[src/rtl/sched_pkg.sv]
package sched_pkg;

   typedef enum logic [1:0] {
      CLS_RT  = 2'd0,
      CLS_GR  = 2'd1,
      CLS_BE  = 2'd2,
      CLS_OFF = 2'd3
   } sched_class_e;

   localparam int unsigned NUM_CLASSES = 3;

endpackage

[src/rtl/sched_pacer.sv]
module sched_pacer #(
   parameter int unsigned INTERVAL_W = 16
) (
   input  logic                  clk,
   input  logic                  rst_n,
   input  logic [INTERVAL_W-1:0] slot_interval,
   output logic                  tick
);

   logic [INTERVAL_W-1:0] cnt_q;

   if (INTERVAL_W < 1) begin : g_bad_width
      $error("sched_pacer: INTERVAL_W must be at least 1");
   end

   assign tick = rst_n && (cnt_q >= slot_interval);

   always_ff @(posedge clk) begin
      if (!rst_n) begin
         cnt_q <= '0;
      end else if (tick) begin
         cnt_q <= '0;
      end else begin
         cnt_q <= cnt_q + 1'b1;
      end
   end

   AST_SLOT_GAP: assert property (@(posedge clk) disable iff (!rst_n)
      (tick && slot_interval != '0) |=> (!tick || $changed(slot_interval)));

endmodule

[src/rtl/sched_rr_arb.sv]
module sched_rr_arb #(
   parameter int unsigned N  = 8,
   parameter int unsigned IW = (N > 1) ? $clog2(N) : 1
) (
   input  logic          clk,
   input  logic          rst_n,
   input  logic [N-1:0]  req,
   input  logic          advance,
   output logic          gnt_valid,
   output logic [IW-1:0] gnt_idx
);

   logic [IW-1:0] ptr_q;

   if (N < 2) begin : g_bad_n
      $error("sched_rr_arb: N must be at least 2");
   end

   always_comb begin
      gnt_valid = 1'b0;
      gnt_idx   = '0;
      for (int off = int'(N) - 1; off >= 0; off--) begin
         int s;
         s = int'(ptr_q) + off;
         if (s >= int'(N)) s = s - int'(N);
         if (req[s]) begin
            gnt_valid = 1'b1;
            gnt_idx   = IW'(s);
         end
      end
   end

   always_ff @(posedge clk) begin
      if (!rst_n) begin
         ptr_q <= '0;
      end else if (advance && gnt_valid) begin
         if (int'(gnt_idx) == int'(N) - 1) ptr_q <= '0;
         else                              ptr_q <= gnt_idx + 1'b1;
      end
   end

endmodule

[src/rtl/sched_wdrr_arb.sv]
module sched_wdrr_arb #(
   parameter int unsigned N        = 8,
   parameter int unsigned WEIGHT_W = 4,
   parameter int unsigned IW       = (N > 1) ? $clog2(N) : 1
) (
   input  logic                  clk,
   input  logic                  rst_n,
   input  logic [N-1:0]          req,
   input  logic [N*WEIGHT_W-1:0] weight,
   input  logic                  advance,
   output logic                  gnt_valid,
   output logic [IW-1:0]         gnt_idx
);

   logic [IW-1:0]       ptr_q;
   logic [WEIGHT_W-1:0] credit_q [N];
   logic [WEIGHT_W-1:0] w_eff    [N];
   logic [WEIGHT_W-1:0] avail;
   logic [WEIGHT_W-1:0] left;

   if (N < 2 || WEIGHT_W < 1) begin : g_bad_cfg
      $error("sched_wdrr_arb: N must be >= 2 and WEIGHT_W >= 1");
   end

   for (genvar q = 0; q < N; q++) begin : g_weff
      assign w_eff[q] = (weight[q*WEIGHT_W +: WEIGHT_W] == '0)
                        ? WEIGHT_W'(1) : weight[q*WEIGHT_W +: WEIGHT_W];
   end

   always_comb begin
      gnt_valid = 1'b0;
      gnt_idx   = '0;
      for (int off = int'(N) - 1; off >= 0; off--) begin
         int s;
         s = int'(ptr_q) + off;
         if (s >= int'(N)) s = s - int'(N);
         if (req[s]) begin
            gnt_valid = 1'b1;
            gnt_idx   = IW'(s);
         end
      end
   end

   // A queue resumes with its residual credit only if the pointer still rests on it.
   assign avail = (gnt_idx == ptr_q && credit_q[gnt_idx] != '0)
                  ? credit_q[gnt_idx] : w_eff[gnt_idx];
   assign left  = avail - 1'b1;

   always_ff @(posedge clk) begin
      if (!rst_n) begin
         ptr_q <= '0;
         for (int q = 0; q < int'(N); q++) credit_q[q] <= '0;
      end else begin
         for (int q = 0; q < int'(N); q++) begin
            if (!req[q]) credit_q[q] <= '0;
         end
         if (advance && gnt_valid) begin
            credit_q[gnt_idx] <= left;
            if (left == '0) begin
               if (int'(gnt_idx) == int'(N) - 1) ptr_q <= '0;
               else                              ptr_q <= gnt_idx + 1'b1;
            end else begin
               ptr_q <= gnt_idx;
            end
         end
      end
   end

   AST_WFQ_CREDIT_DROP: assert property (@(posedge clk) disable iff (!rst_n)
      (advance && gnt_valid && avail > WEIGHT_W'(1)) |=> (ptr_q == $past(gnt_idx)));

endmodule

[src/rtl/prio_cascade_sched.sv]
module prio_cascade_sched
   import sched_pkg::*;
#(
   parameter int unsigned NUM_Q      = 8,
   parameter int unsigned QIDX_W     = 13,
   parameter int unsigned WEIGHT_W   = 4,
   parameter int unsigned INTERVAL_W = 16
) (
   input  logic                      clk,
   input  logic                      rst_n,
   input  logic [NUM_Q-1:0]          cell_pending,
   input  logic [2*NUM_Q-1:0]        queue_class,
   input  logic [WEIGHT_W*NUM_Q-1:0] queue_weight,
   input  logic [INTERVAL_W-1:0]     slot_interval,
   output logic                      slot_strobe,
   output logic                      grant_valid,
   output logic [QIDX_W-1:0]         grant_queue,
   output logic [1:0]                grant_level
);

   localparam int unsigned IW = (NUM_Q > 1) ? $clog2(NUM_Q) : 1;

   if (NUM_Q < 2 || NUM_Q > (1 << QIDX_W) || QIDX_W < IW) begin : g_bad_cfg
      $error("prio_cascade_sched: NUM_Q must lie in [2, 2**QIDX_W]");
   end

   logic [NUM_Q-1:0] req_rt, req_gr, req_be;
   logic             tick;
   logic             v_rt, v_gr, v_be;
   logic [IW-1:0]    i_rt, i_gr, i_be;
   logic             win_rt, win_gr, win_be;
   logic             any_win;
   logic [IW-1:0]    win_idx;
   logic [1:0]       win_lvl;

   for (genvar q = 0; q < NUM_Q; q++) begin : g_cls
      sched_class_e cls;
      if (q == 0) begin : g_bypass
         assign cls = CLS_RT;
      end else begin : g_mapped
         assign cls = sched_class_e'(queue_class[2*q +: 2]);
      end
      assign req_rt[q] = cell_pending[q] && (cls == CLS_RT);
      assign req_gr[q] = cell_pending[q] && (cls == CLS_GR);
      assign req_be[q] = cell_pending[q] && (cls == CLS_BE);
   end

   sched_pacer #(.INTERVAL_W(INTERVAL_W)) u_pacer (
      .clk(clk), .rst_n(rst_n), .slot_interval(slot_interval), .tick(tick)
   );

   sched_rr_arb #(.N(NUM_Q), .IW(IW)) u_rt_arb (
      .clk(clk), .rst_n(rst_n), .req(req_rt), .advance(tick && win_rt),
      .gnt_valid(v_rt), .gnt_idx(i_rt)
   );

   sched_wdrr_arb #(.N(NUM_Q), .WEIGHT_W(WEIGHT_W), .IW(IW)) u_gr_arb (
      .clk(clk), .rst_n(rst_n), .req(req_gr), .weight(queue_weight),
      .advance(tick && win_gr), .gnt_valid(v_gr), .gnt_idx(i_gr)
   );

   sched_rr_arb #(.N(NUM_Q), .IW(IW)) u_be_arb (
      .clk(clk), .rst_n(rst_n), .req(req_be), .advance(tick && win_be),
      .gnt_valid(v_be), .gnt_idx(i_be)
   );

   // Strict priority stage over the three first-stage winners.
   assign win_rt  = v_rt;
   assign win_gr  = !v_rt && v_gr;
   assign win_be  = !v_rt && !v_gr && v_be;
   assign any_win = win_rt || win_gr || win_be;

   always_comb begin
      win_idx = i_be;
      win_lvl = 2'(CLS_BE);
      if (win_rt) begin
         win_idx = i_rt;
         win_lvl = 2'(CLS_RT);
      end else if (win_gr) begin
         win_idx = i_gr;
         win_lvl = 2'(CLS_GR);
      end
   end

   always_ff @(posedge clk) begin
      if (!rst_n) begin
         slot_strobe <= 1'b0;
         grant_valid <= 1'b0;
         grant_queue <= '0;
         grant_level <= '0;
      end else begin
         slot_strobe <= tick;
         grant_valid <= tick && any_win;
         if (tick && any_win) begin
            grant_queue <= QIDX_W'(win_idx);
            grant_level <= win_lvl;
         end
      end
   end

   AST_GRANT_IN_SLOT: assert property (@(posedge clk) disable iff (!rst_n)
      grant_valid |-> slot_strobe);

   AST_RT_FIRST: assert property (@(posedge clk) disable iff (!rst_n)
      (tick && (|req_rt)) |=> (grant_valid && grant_level == 2'd0));

   AST_GR_BLOCKED: assert property (@(posedge clk) disable iff (!rst_n)
      (tick && !(|req_rt) && (|req_gr)) |=> (grant_valid && grant_level == 2'd1));

   AST_BE_LAST: assert property (@(posedge clk) disable iff (!rst_n)
      (tick && !(|req_rt) && !(|req_gr) && (|req_be))
         |=> (grant_valid && grant_level == 2'd2));

   AST_BYPASS_RT: assert property (@(posedge clk) disable iff (!rst_n)
      (grant_valid && grant_queue == '0) |-> (grant_level == 2'd0));

   AST_IDLE_SLOT: assert property (@(posedge clk) disable iff (!rst_n)
      (tick && !(|req_rt) && !(|req_gr) && !(|req_be)) |=> !grant_valid);

endmodule

[config.mk]
export PLATFORM = sky130hd
export DESIGN_NAME = prio_cascade_sched
export DESIGN_NICKNAME = d
export VERILOG_FILES = /design/src/rtl/sched_pkg.sv /design/src/rtl/sched_pacer.sv /design/src/rtl/sched_rr_arb.sv /design/src/rtl/sched_wdrr_arb.sv /design/src/rtl/prio_cascade_sched.sv
export SDC_FILE = /design/constraint.sdc
export NUM_CORES = 1
export LEC_CHECK = 0
export BUFFER_PORTS_ARGS = -buffer_cell sky130_fd_sc_hd__buf_4
export CAP_MARGIN = 0
export CORE_MARGIN = 2
export CORE_UTILIZATION = 54
export CTS_BUF_LIST = sky130_fd_sc_hd__clkbuf_16
export CTS_CLUSTER_DIAMETER = 120
export DETAILED_ROUTE_END_ITERATION = 6
export MAX_ROUTING_LAYER = met4
export PLACE_DENSITY = 0.79
export SYNTH_ARGS = -nofsm -noshare
export SYNTH_HDL_FRONTEND = slang
export SYNTH_SLANG_ARGS = --single-unit
[constraint.sdc]
create_clock -name clk -period 5.25 [get_ports clk]
set_input_delay 0.7875 -clock clk [delete_from_list [all_inputs] [get_ports clk]]
set_output_delay 0.7875 -clock clk [all_outputs]
set_load 0.02 [all_outputs]
==> results.md <==
- The run finished with clean final reports.
- Summed over all layers, the routed wires come to 17,200 µm.
- The clock reaches the later pin of the worst-skew pair after 0.33 ns.
- The power density over cell area is 205 nW/µm².
- The number of instances in the synthesized netlist is 785.
- CTS saw 64 sinks.
- The total global routing overflow is 0.
- The number of max-slew violations in the final report is 0.
- The total via count after detailed routing is 6,389.
- Setup repair after global routing left no endpoint under its margin.
- The core region is 11,900 µm².
- The warning count from the yosys run is 0.
- The detailed router's first-iteration violation count is 526.
- The finished cells cover 7570 µm².
- In this design, the stage delay of the slowest critical-path cell is 0.43 ns.
- The remaining antenna violation count is 0.
- In this run, synthesis inferred 28 flip-flops with an integrated enable.
- The average cell area after synthesis is 8.30 µm².
- Prior to clock tree synthesis, the placed netlist has a worst setup slack of 0.128 ns.
- The quantity of I/O buffers inserted on ports is 78.
- For this block, wires on met1 add up to 7560 µm.
- Of the total power, combinational logic draws 0.291.
- The element type at the critical path start is a flop.
- The clock tree synthesis step divided the H-tree into 3 levels.
- The share of total power dissipated in the clock network is 0.368.
- The proportion of layout cells with a drive suffix above 1 is 0.213.
- The critical path capture point type is a flop.
- The wire length of the first global-routing pass is 28,000 µm.
- The met3 wire length is 1230 µm.
- Summing every instance area after synthesis gives 6520 µm².
- The worst path in the final design needs a cycle of 4.89 ns, including I/O delays and setup.
- For this run, the post-layout net count is 972.
- The filler cell count in the final layout is 1,062.
- The worst-case clock buffer depth is 2.
- The critical path is of the reg -> reg type.
- The detailed-route wire length per cell is 16.9 µm.
- The length of routed met2 wiring is 8210 µm.
- The data arrival time of the worst path is 4.95 ns.
- The highest-delay cell along the critical path is sky130_fd_sc_hd__a211o_2.
- The I/O pin count is 91.
- Setup slack on the critical path of the routed design comes to 0.363 ns.
- After clock tree synthesis, the clock-pin slew on the worst setup and hold paths is 0.06 ns.
- The height of the chip is 114 µm.
- Yosys attributes the largest share of cell area to sky130_fd_sc_hd__edfxtp_1 (13%), sky130_fd_sc_hd__dfxtp_1 (11%), sky130_fd_sc_hd__ha_1 (5.8%).
- For the pin with the worst max-slew slack, the measured transition is 0.728 ns.
- The internal power contribution is 1.08 mW.
- Traced cell by cell, the critical path runs through inv_4 -> ha_2 -> buf_4 -> mux2_4 -> o21ai_2 -> o211ai_1 -> o2111a_1 -> a211o_2 -> buf_4 -> inv_2 -> nand3_1 -> and3_1 -> or2_1 -> o31ai_1 -> inv_1 -> ha_1 -> nor3_1 -> or2_1 -> nor3_1.
- The die covers 13,000 µm².
- The placer's final routability congestion estimate is 1.01.
- For this run, design rule violations remaining after detail routing come to 0.
- The CTS tree is yes.
- The row count is 40.
- The number of antenna violations at the first check in global routing is 0.
- The clock skew is 0.00949 ns.
- The most common flop cell mapped by yosys is sky130_fd_sc_hd__dfxtp_1.
- The number of hold violations in the final report is 0.
- Counting flops with an async set or reset pin after synthesis yields a share of 0.
- Once placement finished, the instance area stood at 7280 µm².
- The proportion of total power due to net switching is 0.305.
- The proportion of netlist area held by the largest area contributor is 0.129.
- The final setup TNS is 0 ns.
- TritonCTS created 9 clock buffers.
- Setup violations remaining at the end of the flow were counted as 0.
- The top metal layer carrying routed signals is met4.
- The via count of the first global-routing pass is 5,892.
- Compared with the post-synthesis result, the final layout area differs by 16.2%.
- Of the synthesized area, sequential elements account for 0.240.
- The tightest min-delay check is of the reg -> reg type.
- Yosys instantiated no cell more often than sky130_fd_sc_hd__nand2_1.
- The buffer cell driving the clock tree root is sky130_fd_sc_hd__clkbuf_16.
- Data on the critical path is required at its endpoint by 5.31 ns.
- The die extent in x is 114 µm.
- After synthesis the netlist holds a flip-flop and latch count of 64.
- The total inserted antenna cells is 0.
- The number of vias per cell is 6.26.
- The period utilization is 0.931.
- The part of the total power dissipated in sequential elements is 0.341.
- Counting distinct cell types in the post-synthesis netlist gives 90.
- The analysis attributes to cell leakage a power of 3.28 nW.
- Across every metal layer, demand over resource in global routing totals 0.271.
- Entering global routing, the biggest net connects 27 pins.
- Once detailed placement completed, the half-perimeter wirelength came to 12,900 µm.
- The number of max-cap violations is 0.
- The net switching component of the power is 0.475 mW.
- The initial utilization of the core area, before any placement, comes to 0.547.
- The commonest cells after synthesis are sky130_fd_sc_hd__nand2_1 (77), sky130_fd_sc_hd__nor2_1 (66), sky130_fd_sc_hd__nor3_1 (40), sky130_fd_sc_hd__o21ai_0 (40), sky130_fd_sc_hd__inv_1 (37).
- The largest fanout on the critical path is 10.
- The biggest area contributor in the post-synthesis netlist is sky130_fd_sc_hd__edfxtp_1.
- The worst-case IR drop observed on VDD is 223 µV.
- In this run the tightest slew margin relative to its limit is 0.514.
- The first-pass iteration count of the detailed router is 6.
- The achievable clock frequency is 0.205 GHz.
- Total power for the finished layout comes to 1.56 mW.
cell usage in the layout (no fill, tap or decap), types with 14 or more instances in the layout:
cell and instances:
sky130_fd_sc_hd__o21ai_0 40, sky130_fd_sc_hd__inv_1 38, sky130_fd_sc_hd__mux2i_1 28, sky130_fd_sc_hd__edfxtp_1 28
sky130_fd_sc_hd__nor2_1 66, sky130_fd_sc_hd__ha_1 29, sky130_fd_sc_hd__nand2_1 77, sky130_fd_sc_hd__mux2_2 18
sky130_fd_sc_hd__conb_1 14, sky130_fd_sc_hd__nand3_1 28, sky130_fd_sc_hd__mux4_2 14, sky130_fd_sc_hd__a21oi_1 35
sky130_fd_sc_hd__buf_4 105, sky130_fd_sc_hd__dfxtp_1 36, sky130_fd_sc_hd__nor3_1 40
registers in the layout, summed over array words and instances (netlist names):
register / flops
u_pacer.cnt_q: 16
u_gr_arb.credit_q: 32
slot_strobe: 1
grant_level: 2
grant_queue: 3
u_be_arb.ptr_q: 3
u_gr_arb.ptr_q: 3
u_rt_arb.ptr_q: 3
grant_valid: 1
kinds of logic after synthesis:
kind of cell    Yosys count  share of synthesized area
xor+xnor                 24                     0.0345
flops                    64                      0.240
buf+inv                  91                     0.0702
fa+ha+maj                30                     0.0576
mux                      65                      0.134
other cells               1                   0.000575
simple gates            308                      0.250
compound gates          202                      0.214
area by class of cell:
type | instances | area (µm²) | share of cell area
multi-input cells | 643 | 4560 | 0.602
flip-flops and latches | 64 | 1560 | 0.206
repair buffers | 106 | 808 | 0.107
clock buffers | 9 | 225 | 0.0297
well taps | 147 | 184 | 0.0243
inverters | 44 | 170 | 0.0225
clock inverters | 7 | 63.8 | 0.00842
power groups by stage:
stage	Sequential (mW)	Combinational, mW	Clock (mW)
3_5_place_dp	0.541	0.440	0
4_1_cts	0.531	0.444	0.577
3_3_place_gp	0.541	0.433	0
2_1_floorplan	0.539	0.303	0
5_1_grt	0.532	0.494	0.598
6_report	0.531	0.453	0.573
metrics by stage:
stage,hold WS (ns),cells,util
3_3_place_gp,0.462,1004,0.611
5_1_grt,0.518,1020,0.636
6_report,0.477,1020,0.636
4_1_cts,0.481,1020,0.635
2_1_floorplan,0.437,798,-
3_5_place_dp,0.468,1004,0.611
critical path, delay by kind of cell (launching register included):
kind | cells | cell delay, ns
compound gates | 5 | 1.45
simple gates | 6 | 1.13
buf+inv | 5 | 0.71
fa+ha+maj | 2 | 0.64
flops | 1 | 0.37
mux | 1 | 0.33
metal layers:
metal | global-route usage | vias up
met5 | - | -
met4 | 0.0805 | 0
met3 | 0.0452 | 30
met2 | 0.447 | 258
met1 | 0.346 | 3011
li1 | - | 3090
repair_timing:
item	CTS	global route
hold buffers	0	0
resized for setup	0	5
setup buffers	0	0
setup endpoints to repair	0	17
final timing paths:
check	depth (start not counted)	startpoint	slack, ns	to
max	19	u_gr_arb.ptr_q[0]$_SDFFE_PN0P_	0.36	u_gr_arb.credit_q[1][2]$_SDFFCE_PN0P_
min	2	grant_queue[2]$_SDFFE_PN0P_	0.48	grant_queue[2]$_SDFFE_PN0P_
max reg2reg	19	u_gr_arb.ptr_q[0]$_SDFFE_PN0P_	0.36	u_gr_arb.credit_q[1][2]$_SDFFCE_PN0P_
min reg2reg	2	grant_queue[2]$_SDFFE_PN0P_	0.48	grant_queue[2]$_SDFFE_PN0P_
No activity file was read; power rests on OpenSTA's default activity.
